==> config.mk <==
export PLATFORM = sky130hd
export DESIGN_NAME = sup_wd_reset
export DESIGN_NICKNAME = d
export VERILOG_FILES = /design/src/rtl/sup_wd_pkg.sv /design/src/rtl/sup_wd_sync.sv /design/src/rtl/sup_wd_start_det.sv /design/src/rtl/sup_wd_pwr_hold.sv /design/src/rtl/sup_wd_timer.sv /design/src/rtl/sup_wd_reset.sv
export SDC_FILE = /design/constraint.sdc
export NUM_CORES = 1
export LEC_CHECK = 0
export BUFFER_PORTS_ARGS = -buffer_cell sky130_fd_sc_hd__buf_2
export CAP_MARGIN = 10
export CORE_UTILIZATION = 35
export DETAILED_ROUTE_END_ITERATION = 6
export GPL_ROUTABILITY_DRIVEN = 0
export HOLD_SLACK_MARGIN = 0.08
export SLEW_MARGIN = 15
export SYNTH_ARGS = -nofsm -noshare
export SYNTH_HDL_FRONTEND = slang
export SYNTH_HIERARCHICAL = 1
export SYNTH_SLANG_ARGS = --single-unit
==> constraint.sdc <==
create_clock -name clk_i -period 1.7 [get_ports clk_i]
set_input_delay 0.17 -clock clk_i [delete_from_list [all_inputs] [get_ports clk_i]]
set_output_delay 0.17 -clock clk_i [all_outputs]
set_load 0.05 [all_outputs]
==> src/rtl/sup_wd_pkg.sv <==
package sup_wd_pkg;
  typedef enum logic [1:0] {
    WDSEL_LONG  = 2'b00,
    WDSEL_MID   = 2'b01,
    WDSEL_SHORT = 2'b10,
    WDSEL_OFF   = 2'b11
  } wd_sel_e;

  function automatic int unsigned max3(input int unsigned a, input int unsigned b,
                                       input int unsigned c);
    int unsigned m;
    m = (a > b) ? a : b;
    return (m > c) ? m : c;
  endfunction
endpackage

==> src/rtl/sup_wd_sync.sv <==
module sup_wd_sync #(
  parameter int unsigned W       = 3,
  parameter int unsigned STAGES  = 2,
  parameter logic [W-1:0] RST_VAL = '0
) (
  input  logic         clk_i,
  input  logic         rst_i,
  input  logic [W-1:0] d_i,
  output logic [W-1:0] q_o
);
  logic [W-1:0] stage_q [STAGES];

  genvar g;
  generate
    for (g = 0; g < STAGES; g++) begin : g_stage
      always_ff @(posedge clk_i) begin
        if (rst_i) stage_q[g] <= RST_VAL;
        else if (g == 0) stage_q[g] <= d_i;
        else stage_q[g] <= stage_q[(g == 0) ? 0 : g-1];
      end
    end
  endgenerate

  assign q_o = stage_q[STAGES-1];
endmodule

==> src/rtl/sup_wd_start_det.sv <==
module sup_wd_start_det (
  input  logic clk_i,
  input  logic rst_i,
  input  logic scl_s_i,
  input  logic sda_s_i,
  output logic start_o
);
  logic sda_d;

  always_ff @(posedge clk_i) begin
    if (rst_i) sda_d <= 1'b1;
    else       sda_d <= sda_s_i;
  end

  assign start_o = scl_s_i & sda_d & ~sda_s_i;
endmodule

==> src/rtl/sup_wd_pwr_hold.sv <==
module sup_wd_pwr_hold #(
  parameter int unsigned PWRUP_MS = 200
) (
  input  logic clk_i,
  input  logic rst_i,
  input  logic sup_ok_s_i,
  input  logic tick_i,
  output logic sup_rst_o
);
  localparam int unsigned CW = $clog2(PWRUP_MS + 1);
  localparam logic [CW-1:0] LAST = CW'(PWRUP_MS - 1);

  logic [CW-1:0] hold_cnt;

  always_ff @(posedge clk_i) begin
    if (rst_i) begin
      sup_rst_o <= 1'b1;
      hold_cnt  <= '0;
    end else if (!sup_ok_s_i) begin
      sup_rst_o <= 1'b1;
      hold_cnt  <= '0;
    end else if (sup_rst_o && tick_i) begin
      if (hold_cnt == LAST) begin
        sup_rst_o <= 1'b0;
        hold_cnt  <= '0;
      end else begin
        hold_cnt <= hold_cnt + 1'b1;
      end
    end
  end

  // a low synchronized supply flag forces the supply reset next cycle
  a_r1_drop_asserts: assert property (@(posedge clk_i) disable iff (rst_i)
    !sup_ok_s_i |=> sup_rst_o);
  // release only happens on a tick with the supply good
  a_r2_release_on_tick: assert property (@(posedge clk_i) disable iff (rst_i)
    $fell(sup_rst_o) |-> $past(tick_i && sup_ok_s_i));
endmodule

==> src/rtl/sup_wd_timer.sv <==
module sup_wd_timer
  import sup_wd_pkg::*;
#(
  parameter int unsigned WD_LONG_MS  = 1400,
  parameter int unsigned WD_MID_MS   = 600,
  parameter int unsigned WD_SHORT_MS = 200,
  parameter int unsigned WDRST_MS    = 250
) (
  input  logic       clk_i,
  input  logic       rst_i,
  input  logic       sup_rst_i,
  input  logic [1:0] sel_i,
  input  logic       tick_i,
  input  logic       start_i,
  output logic       wd_rst_o
);
  localparam int unsigned MAXP = max3(WD_LONG_MS, WD_MID_MS, WD_SHORT_MS);
  localparam int unsigned CW   = $clog2(MAXP + 1);
  localparam int unsigned PW   = $clog2(WDRST_MS + 1);
  localparam logic [PW-1:0] PLS_LAST = PW'(WDRST_MS - 1);

  logic [CW-1:0] wd_cnt;
  logic [PW-1:0] pls_cnt;
  logic [CW-1:0] lim;
  logic          off;

  always_comb begin
    case (wd_sel_e'(sel_i))
      WDSEL_LONG:  lim = CW'(WD_LONG_MS - 1);
      WDSEL_MID:   lim = CW'(WD_MID_MS - 1);
      WDSEL_SHORT: lim = CW'(WD_SHORT_MS - 1);
      default:     lim = '0;
    endcase
  end

  assign off = (wd_sel_e'(sel_i) == WDSEL_OFF);

  always_ff @(posedge clk_i) begin
    if (rst_i || sup_rst_i || off) begin
      wd_cnt   <= '0;
      pls_cnt  <= '0;
      wd_rst_o <= 1'b0;
    end else if (wd_rst_o) begin
      wd_cnt <= '0;
      if (tick_i) begin
        if (pls_cnt == PLS_LAST) begin
          wd_rst_o <= 1'b0;
          pls_cnt  <= '0;
        end else begin
          pls_cnt <= pls_cnt + 1'b1;
        end
      end
    end else if (start_i) begin
      wd_cnt <= '0;
    end else if (tick_i) begin
      if (wd_cnt >= lim) begin
        wd_rst_o <= 1'b1;
        wd_cnt   <= '0;
      end else begin
        wd_cnt <= wd_cnt + 1'b1;
      end
    end
  end

  // disabled code or supply reset clears the watchdog
  a_r4_held_clear: assert property (@(posedge clk_i) disable iff (rst_i)
    (sup_rst_i || off) |=> (!wd_rst_o && wd_cnt == '0));
  // a pulse starts only on a tick
  a_r5_rise_on_tick: assert property (@(posedge clk_i) disable iff (rst_i)
    $rose(wd_rst_o) |-> $past(tick_i));
  // a pulse that ends on its own has counted the full width
  a_r5_full_width: assert property (@(posedge clk_i) disable iff (rst_i)
    ($fell(wd_rst_o) && !$past(sup_rst_i || off)) |-> ($past(pls_cnt) == PLS_LAST));
  // START during a pulse leaves the pulse count alone
  a_r7_start_in_pulse: assert property (@(posedge clk_i) disable iff (rst_i)
    (wd_rst_o && start_i && !tick_i && !sup_rst_i && !off) |=> $stable(pls_cnt));
endmodule

==> src/rtl/sup_wd_reset.sv <==
module sup_wd_reset #(
  parameter int unsigned PWRUP_MS    = 200,
  parameter int unsigned WDRST_MS    = 250,
  parameter int unsigned WD_LONG_MS  = 1400,
  parameter int unsigned WD_MID_MS   = 600,
  parameter int unsigned WD_SHORT_MS = 200,
  parameter int unsigned SYNC_STAGES = 2
) (
  input  logic       clk_i,
  input  logic       rst_i,
  input  logic       supply_ok_i,
  input  logic       scl_i,
  input  logic       sda_i,
  input  logic [1:0] wd_sel_i,
  input  logic       tick_1ms_i,
  output logic       rst_n_o,
  output logic       bus_inhibit_o
);
  logic [2:0] raw_v, sync_v;
  logic       sup_ok_s, scl_s, sda_s;
  logic       start, sup_rst, wd_rst;

  assign raw_v = {supply_ok_i, scl_i, sda_i};

  sup_wd_sync #(.W(3), .STAGES(SYNC_STAGES), .RST_VAL(3'b011)) u_sync (
    .clk_i(clk_i), .rst_i(rst_i), .d_i(raw_v), .q_o(sync_v)
  );

  assign sup_ok_s = sync_v[2];
  assign scl_s    = sync_v[1];
  assign sda_s    = sync_v[0];

  sup_wd_start_det u_start (
    .clk_i(clk_i), .rst_i(rst_i), .scl_s_i(scl_s), .sda_s_i(sda_s), .start_o(start)
  );

  sup_wd_pwr_hold #(.PWRUP_MS(PWRUP_MS)) u_pwr (
    .clk_i(clk_i), .rst_i(rst_i), .sup_ok_s_i(sup_ok_s), .tick_i(tick_1ms_i),
    .sup_rst_o(sup_rst)
  );

  sup_wd_timer #(
    .WD_LONG_MS(WD_LONG_MS), .WD_MID_MS(WD_MID_MS),
    .WD_SHORT_MS(WD_SHORT_MS), .WDRST_MS(WDRST_MS)
  ) u_wd (
    .clk_i(clk_i), .rst_i(rst_i), .sup_rst_i(sup_rst), .sel_i(wd_sel_i),
    .tick_i(tick_1ms_i), .start_i(start), .wd_rst_o(wd_rst)
  );

  always_ff @(posedge clk_i) begin
    if (rst_i) begin
      rst_n_o       <= 1'b0;
      bus_inhibit_o <= 1'b1;
    end else begin
      rst_n_o       <= ~(sup_rst | wd_rst);
      bus_inhibit_o <= sup_rst | wd_rst;
    end
  end

  // inhibit flag and reset output always agree
  a_r9_inhibit_tracks: assert property (@(posedge clk_i) disable iff (rst_i)
    bus_inhibit_o == !rst_n_o);
  // supply reset shows at the output one cycle later
  a_r1_out_follows: assert property (@(posedge clk_i) disable iff (rst_i)
    sup_rst |=> !rst_n_o);
endmodule

Word-level counts from Yosys, hierarchy flattened
Memories as Yosys holds them, arrays and structs flattened.
Cells that the tools add are included.
Widths: inputs -> output; s select.
- add/subtract/negate cells: 3
- magnitude comparators: 1
- muxes and demuxes: 15
- reduce and logical (&&, ||, !) cells: 8
- bitwise logic cells: 8
- equality and inequality tests: 5
- operator list (operator ; number):
    $pmux 11 s3 ; 1
    $add 8x1->8 const B ; 2
    $eq 8x8->1 const B ; 2
    $mux 8 ; 2
    $add 11x1->11 const B ; 1
    $ge 11x11->1 ; 1
    $mux 11 ; 1
    $mux 1 ; 9
    $mux 3 ; 2
    $eq 2x2->1 const B ; 2
    $reduce_and 2->1 ; 2
    $not 1->1 ; 3
    $or 1x1->1 ; 3
    $reduce_or 3->1 ; 1
    $and 1x1->1 ; 2
    $eq 2x1->1 const B ; 1
    $logic_not 2->1 ; 1
    $logic_or 1x1->1 ; 2
    $reduce_or 2->1 ; 1
    $logic_and 1x1->1 ; 1
- RAM bits: 6
- memories kept: 1
- flip-flop bits (word level): 32
- bits of input ports: 8
- memories (name ; words ; bits a word ; rd ports ; clocked after Yosys merged registers in ; wr ports ; RTL line ; text):
    u_sync.stage_q ; 2 ; 3 ; 2 ; 0 ; 2 ; sup_wd_sync.sv:11 ; logic [W-1:0] stage_q [STAGES];

Longest topological paths before layout
Gate-level depths: netlist of run 1.
- depth in word-level cells: 7
- gate-level depth with buffers: 8
- mapped depth without buffers: 8

Hierarchy
The synthesis of run 1 kept the hierarchy.
- by module, submodules not included (module ; cells an instance ; area an instance (µm²) ; times used):
    sup_wd_timer ; 139 ; 1214.9 ; 1
    sup_wd_pwr_hold ; 49 ; 427.9 ; 1
    sup_wd_sync ; 12 ; 157.7 ; 1
    sup_wd_reset ; 4 ; 51.3 ; 1
    sup_wd_start_det ; 3 ; 36.3 ; 1

Worst setup path after synthesis of run 1
No wires, ideal clock.
- path type: input -> register
- start point: in wd_sel_i[1]
- end point: reg u_wd.wd_rst_o
- library setup time: 62 ps
- arrival time: 1770 ps
- setup slack: -132 ps
- stages: 7
- required time: 1638 ps
- path buffers: 0
- cell sequence: or2_2 ha_1 nand4_1 nor3_1 a21oi_1 a21boi_2 a32o_1
- cells in the longest elaborated chain, start to end: 7
- elaborated cells on any way between the ends: 11
- RTL lines (item ; RTL line ; text):
    start, declared ; sup_wd_reset.sv:14 ; input logic [1:0] wd_sel_i,
    $eq 2x2->1, or another cell as far along ; sup_wd_timer.sv:28 ; case (wd_sel_e'(sel_i))
    $pmux 11 s3 ; sup_wd_timer.sv:28 ;
    $ge 11x11->1 ; sup_wd_timer.sv:56 ; if (wd_cnt >= lim) begin
    $mux 1 ; sup_wd_timer.sv:56 ;
    $mux 1 ; sup_wd_timer.sv:55 ; end else if (tick_i) begin
    $mux 1 ; sup_wd_timer.sv:53 ; end else if (start_i) begin
    $mux 1 ; sup_wd_timer.sv:43 ; end else if (wd_rst_o) begin
    end signal, assigned ; sup_wd_timer.sv:42 ; wd_rst_o <= 1'b0;
    end signal, assigned ; sup_wd_timer.sv:47 ; wd_rst_o <= 1'b0;
    end signal, assigned ; sup_wd_timer.sv:57 ; wd_rst_o <= 1'b1;
    end, declared ; sup_wd_timer.sv:15 ; output logic wd_rst_o
Parallel ways exist; a longest one is shown, timed or not.
A chain may end at the register's enable or synchronous reset.

Final worst setup path of run 1
- start point: reg u_wd.wd_cnt[10]
- end point: reg u_wd.wd_rst_o
- cells in the longest elaborated chain, start to end: 5
- RTL lines (item ; RTL line ; text):
    start, declared ; sup_wd_timer.sv:22 ; logic [CW-1:0] wd_cnt;
    start signal, assigned ; sup_wd_timer.sv:60 ; wd_cnt <= wd_cnt + 1'b1;
    $ge 11x11->1 ; sup_wd_timer.sv:56 ;
    $mux 1 ; sup_wd_timer.sv:56 ;
    $mux 1 ; sup_wd_timer.sv:55 ;
    $mux 1 ; sup_wd_timer.sv:53 ;
    $mux 1 ; sup_wd_timer.sv:43 ;
Every way passes these cells.

==> results of run 1 <==
layer usage:
metal  up-vias  part of all wire [%]  global-route usage (%)  wire length (µm)
met2        16                    47                   24.40              1584
li1        787                     -                       -                 -
met4         0                   2.1                   6.790                70
met5         -                     0                       0                 0
met1       698                    48                   17.33              1639
met3         7                   2.9                   4.101                97
final timing paths:
check | to | slack [ps] | cells after the start
setup reg to reg | u_wd/wd_rst_o | 80 | 7
hold / removal | u_sync/stage_q[0][2] | 170 | 2
setup / recovery | u_wd/wd_rst_o | 80 | 7
hold reg to reg | u_sync/stage_q[1][0] | 400 | 1
state kept, by name, summed over array words and instances, names as in the netlist:
register / cells
u_start/sda_d: 1
u_wd/pls_cnt: 8
u_wd/wd_cnt: 11
rst_n_o: 1
u_sync/stage_q: 6
u_pwr/sup_rst_o: 1
bus_inhibit_o: 1
u_pwr/hold_cnt: 8
u_wd/wd_rst_o: 1
logic make-up (layout without fill, tap and decap cells):
logic type	count (synthesis)	count (layout)	synth area share [%]
compound gates	34	34	11.40
buf+inv	12	39	2.849
fa+ha+maj	14	14	9.278
xor+xnor	14	14	6.494
simple gates	95	95	29.69
flops	38	38	40.29
critical path: stages (launching register included):
cell	delay (ps)
dfxtp_1	340
ha_1	330
a21oi_1	140
o21ai_0	110
a21oi_2	190
a21boi_4	80
buf_12	150
a32o_1	190
cells in the final DEF, fill, tap and decap left out, drive strengths merged, types with 3 or more instances in the layout:
cell / instances
o31ai: 3
nor2b: 4
dfxtp: 38
xor2: 13
nand2: 21
a21oi: 16
clkbuf: 6
or3: 8
ha: 14
inv: 8
nor2: 9
dlygate4sd3: 3
o21ai: 6
buf: 20
or2: 6
nand2b: 3
nand4: 10
and3: 5
nor3: 13
nand3: 8
power by group through the flow:
stage	logic (µW)	clock network [µW]	registers (µW)
final	68.2	941	899
after global routing	78.8	1000	900
after CTS	68.8	972	899
after detailed placement	63.0	0	920
after global placement	61.9	0	920
after floorplan	37.8	0	920
through the flow:
stage	hold slack (ps)	TNS (ps)	setup WS [ps]	area, µm²
after CTS	156.8	0	43.34	2281
after detailed placement	357.0	-1487	-212.9	2108
after global routing	180.9	0	7.435	2290
after global placement	349.2	-991.9	-155.9	2108
final	172.0	0	79.47	2290
after floorplan	241.1	0	19.29	1904
final cells by class:
type	count	area, µm²
Fill cell	534	2850
Inverter	8	30.03
Tap cell	70	87.58
Sequential cell	38	764.5
Clock buffer	6	82.58
Clock inverter	2	60.06
Multi-Input combinational cell	157	1095
Timing Repair Buffer	23	170.2
repair_timing:
item,CTS,global route
setup endpoints to repair,0,4
hold endpoints to repair,3,0
hold buffers,3,0
resized for setup,0,5
==> impl_metrics.csv, run 1 <==
group,metric,value,unit
detailed_routing,drc_errors,0,
pwr,power_density,833.5,nW/µm²
detailed_routing,routed_wl,3391,µm
detailed_routing,vias_per_cell,4.961,
yosys,synth_cell_types,39,
detailed_routing,via_count,1508,
pwr,combPwrFrac,3.6,%
pwr,p_sw_share,18.35,%
timing,final-setup-viol-count,0,
pwr,internal_power,1558,µW
yosys,ys_warn_count,6,
pwr,seq_power_share,47.1,%
floorplan,die_w,75.45,µm
timing,worst_pin_slew,454.9,ps
clocking,cts_max_level,2,
yosys,syn_inst,207,
floorplan,pin_count,10,
clocking,clock_path_buffers,2,
yosys,yosysTopAreaCell,"dfxtp_1",
worst_setup_path,cp-end-kind,"flip-flop",
worst_hold_path,hp-start,"rst_i",
worst_setup_path,worstPathMaxFanout,9,
timing,fin_crit,1621,ps
yosys,seq_area_frac_synth,40.29,%
detailed_routing,firstDrtPassIters,4,
global_route,grt_max_degree,13,
timing,slew_headroom,69.44,%
placed_design,port-buffer-count,9,
pwr,p_total,1908,µW
detailed_routing,postRouteAntennaNets,0,
placed_design,dpl.cell_count,293,
final_layout,final_util,44.55,%
final_layout,final_cells,304,
yosys,synth_edf_count,0,
yosys,yosys_register_bits,38,
timing,rsz0062_at_grt,"false",
global_route,grtUsageTotal,14.58,%
pwr,p_sw,350.2,µW
worst_setup_path,crit_type,"reg2reg",
floorplan,die_y,75.45,µm
placed_design,dp_hpwl,2446,µm
timing,timing.clock.skew,3.105,ps
yosys,synth_top_area_share,40.29,%
final_layout,drive_gt1_share,21.37,%
timing,finalHoldViolCount,0,
global_route,antenna_found_initial,0,
detailed_routing,drt-initial-drc-count,60,
global_route,grt_pass1_wl,6237,µm
floorplan,coreArea,5140,µm²
clocking,cts.sinks,38,
yosys,synth_area_per_cell,9.121,µm²
clocking,cts_root_buffer,"clkbuf_8",
clocking,cts.clk_slew.worst_paths,70,ps
flow_run,cap_violations,0,
worst_setup_path,startpoint,"u_wd/wd_cnt[10]",
floorplan,row_count,26,
worst_setup_path,cp.required,1890,ps
yosys,synth_nets,229,
timing,slew_viol_final,0,
yosys,synth_async_sr_flop_share,0,%
final_layout,area_growth,21.27,%
clocking,worstSkewPairLatency,290,ps
global_route,grt_pass1_vias,1505,
worst_setup_path,start_kind,"flip-flop",
pwr,ir_drop,0.0005788,V
clocking,cts_buffers,5,
worst_hold_path,holdCritPathClass,"in2reg",
floorplan,start_util,36.73,%
final_layout,nets,255,
timing,period_share,95.33,%
yosys,synth_common_cells,"dfxtp_1 (38), nand2_1 (21), a21oi_1 (16)",
worst_setup_path,r2r_start,"u_wd/wd_cnt[10]",
floorplan,die_area,5692,µm²
pwr,clkPwrFrac,49.3,%
yosys,synth_area_leaders,"dfxtp_1 (40%), ha_1 (9.3%), xor2_1 (6.0%)",
yosys,ys.flop_type,"dfxtp_1",
worst_setup_path,arrival,1810,ps
pwr,static-leakage-power,0.0008582,µW
timing,max_freq,0.6171,GHz
final_layout,diodes,0,
detailed_routing,wl_per_cell,11.15,µm
run_status,outcome,"finished clean",
clocking,cts_tree,"yes",
clocking,cts_setup_buffers,0,
global_route,overflow,0,
yosys,synth_area,1888,µm²
yosys,synth_most_common_cell,"dfxtp_1",
Power figures use the tool's default switching activity.
==> run 2: changes to the inputs <==
clock period = 2 ns   (was 1.7 ns; I/O delays follow)
==> run 2 against run 1 <==
  * Non-clock buffer count shrank 10
  * Worst setup slack gained 240 ps
  * Largest power group is now sequential cells
  * Largest cell class unchanged
  * Via count shrank 3.1%
  * Clock power shrank 31%
  * Routed wire length shrank 4.7%
  * Count of clock-buffer cells in the layout shrank 1
  * Combinational power shrank 29%
  * Sequential share of layout area grew 1.9 points
  * Critical endpoint is now u_wd/wd_cnt[5]
==> impl_metrics.csv, run 2 (synthesized netlist as in run 1, its figures left out) <==
group,metric,value,unit
run_status,outcome,"finished clean",
worst_setup_path,crit_buf_inv,2,
global_route,overflow,0,
placed_design,dp_hpwl,2427,µm
final_layout,layout_common_cells,"dfxtp_1 (38), nand2_1 (21), a21oi_1 (16), ha_1 (14), xor2_1 (13)",
final_layout,nets,245,
worst_setup_path,cp.depth,9,
pwr,static-leakage-power,0.0007812,µW
global_route,grtUsageTotal,12.29,%
worst_setup_path,cp.required,2170,ps
detailed_routing,via_count,1461,
clocking,cts.sinks,38,
timing,finalHoldViolCount,0,
final_layout,largest-register,"u_wd/wd_cnt",
floorplan,coreArea,5140,µm²
timing,final-setup-viol-count,0,
timing,fin_crit,1683,ps
timing,timing.clock.skew,7.506,ps
clocking,cts_root_buffer,"clkbuf_8",
clocking,worstSkewPairLatency,290,ps
worst_setup_path,worstPathMaxFanout,7,
timing,setup_ws,317.3,ps
clocking,clock_path_buffers,2,
global_route,antenna_found_initial,0,
placed_design,placed_area,2032,µm²
detailed_routing,postRouteAntennaNets,0,
timing,period_share,84.13,%
timing,slew_viol_final,0,
worst_setup_path,slowest_delay,330,ps
final_layout,area_growth,14.18,%
worst_setup_path,cp_cell_sequence,"buf_2, or2_2, ha_1, nand4_1, nor3_1, a21oi_1, a21boi_2, buf_12, nor3_2",
clocking,cts_buffers,5,
timing,max_freq,0.5943,GHz
global_route,grt_pass1_wl,5361,µm
clocking,cts_resized,0,
floorplan,start_util,36.73,%
final_layout,postLayoutCellArea,2156,µm²
worst_setup_path,r2r.worst_path.cells,7,
detailed_routing,routed_wl,3232,µm
worst_setup_path,start_kind,"input pin",
floorplan,die_area,5692,µm²
timing,rsz0062_at_grt,"false",
worst_setup_path,critPathTopFamily,"simple AND/OR/NAND/NOR gates",
floorplan,die_y,75.45,µm
worst_setup_path,cp-end-kind,"flip-flop",
worst_setup_path,crit_type,"in2reg",
clocking,cts_max_level,2,
floorplan,pin_count,10,
worst_setup_path,cp_slowest_cell,"or2_2",
worst_setup_path,arrival,1860,ps
final_layout,diodes,0,
timing,holdWs,87.73,ps
flow_run,cap_violations,0,
timing,tns,0,ps
floorplan,die_w,75.45,µm
final_layout,drive_gt1_share,16.07,%
pwr,ir_drop,0.0002731,V
placed_design,port-buffer-count,9,
global_route,grt_max_degree,18,
final_layout,layout_commonest_cell,"dfxtp_1",
timing,slew_headroom,68.85,%
placed_design,place_ws,9.033,ps
floorplan,row_count,26,
worst_hold_path,whs_path_depth,2,
final_layout,final.fill_count,532,
detailed_routing,vias_per_cell,4.969,
timing,worst_pin_slew,466.5,ps
clocking,cts.clk_slew.worst_paths,80,ps
clocking,cts_tree,"yes",
worst_hold_path,holdCritPathClass,"in2reg",
detailed_routing,wl_per_cell,10.99,µm
final_layout,top_regs,"u_wd/wd_cnt: 11 flops, u_pwr/hold_cnt: 8 flops, u_wd/pls_cnt: 8 flops",
global_route,grt_pass1_vias,1283,
detailed_routing,firstDrtPassIters,4,
pwr,power_density,677.7,nW/µm²
detailed_routing,drt-initial-drc-count,39,
final_layout,largest_reg_flops,11,
detailed_routing,drc_errors,0,
==> run 2: what timing repair did <==
item,CTS,global route
setup endpoints to repair,0,0
hold buffers,1,0
setup buffers,0,0
hold endpoints to repair,1,0
==> run 2: where the power goes <==
| part | switching, µW | leakage [µW] | internal (µW) | total, µW |
|---|---|---|---|---|
| sequential | 2.05 | 0.000308 | 762 | 764 |
| clock | 277 | 0.0000504 | 371 | 648 |
| combinational | 25.3 | 0.000423 | 23.2 | 48.5 |
| total | 304 | 0.000781 | 1160 | 1460 |
==> run 2: per-stage QoR <==
step	instances	power, µW	util [%]
2_1_floorplan	207	812.7	-
3_3_place_gp	285	829.4	39.53
3_5_place_dp	285	830.0	39.53
4_1_cts	294	1488	41.94
5_1_grt	294	1519	41.94
6_report	294	1461	41.94
==> run 2: worst paths after layout <==
path	start	endpoint	slack, ps
max	wd_sel_i[1]	u_wd/wd_cnt[5]	320
min reg2reg	u_sync/stage_q[0][1]	u_sync/stage_q[1][1]	410
min	scl_i	u_sync/stage_q[0][1]	90
max reg2reg	u_wd/wd_cnt[8]	u_wd/wd_cnt[5]	340
==> run 2: cell type report <==
| class | count | area (µm²) | share of cell area [%] |
|---|---|---|---|
| clock buffer | 5 | 68.82 | 3.192 |
| clock inverter | 3 | 45.04 | 2.089 |
| inverter | 8 | 30.03 | 1.393 |
| multi-input combinational | 157 | 1074 | 49.80 |
| sequential | 38 | 760.7 | 35.29 |
| tap | 70 | 87.58 | 4.063 |
| timing repair buffer | 13 | 90.09 | 4.179 |
==> run 2: layer usage <==
| layer | part of all wire (%) | GRT usage (%) |
|---|---|---|
| met1 | 48 | 14.55 |
| met2 | 49 | 21.53 |
| met3 | 3.2 | 3.571 |
| met4 | 0 | 3.704 |
| met5 | 0 | 0 |
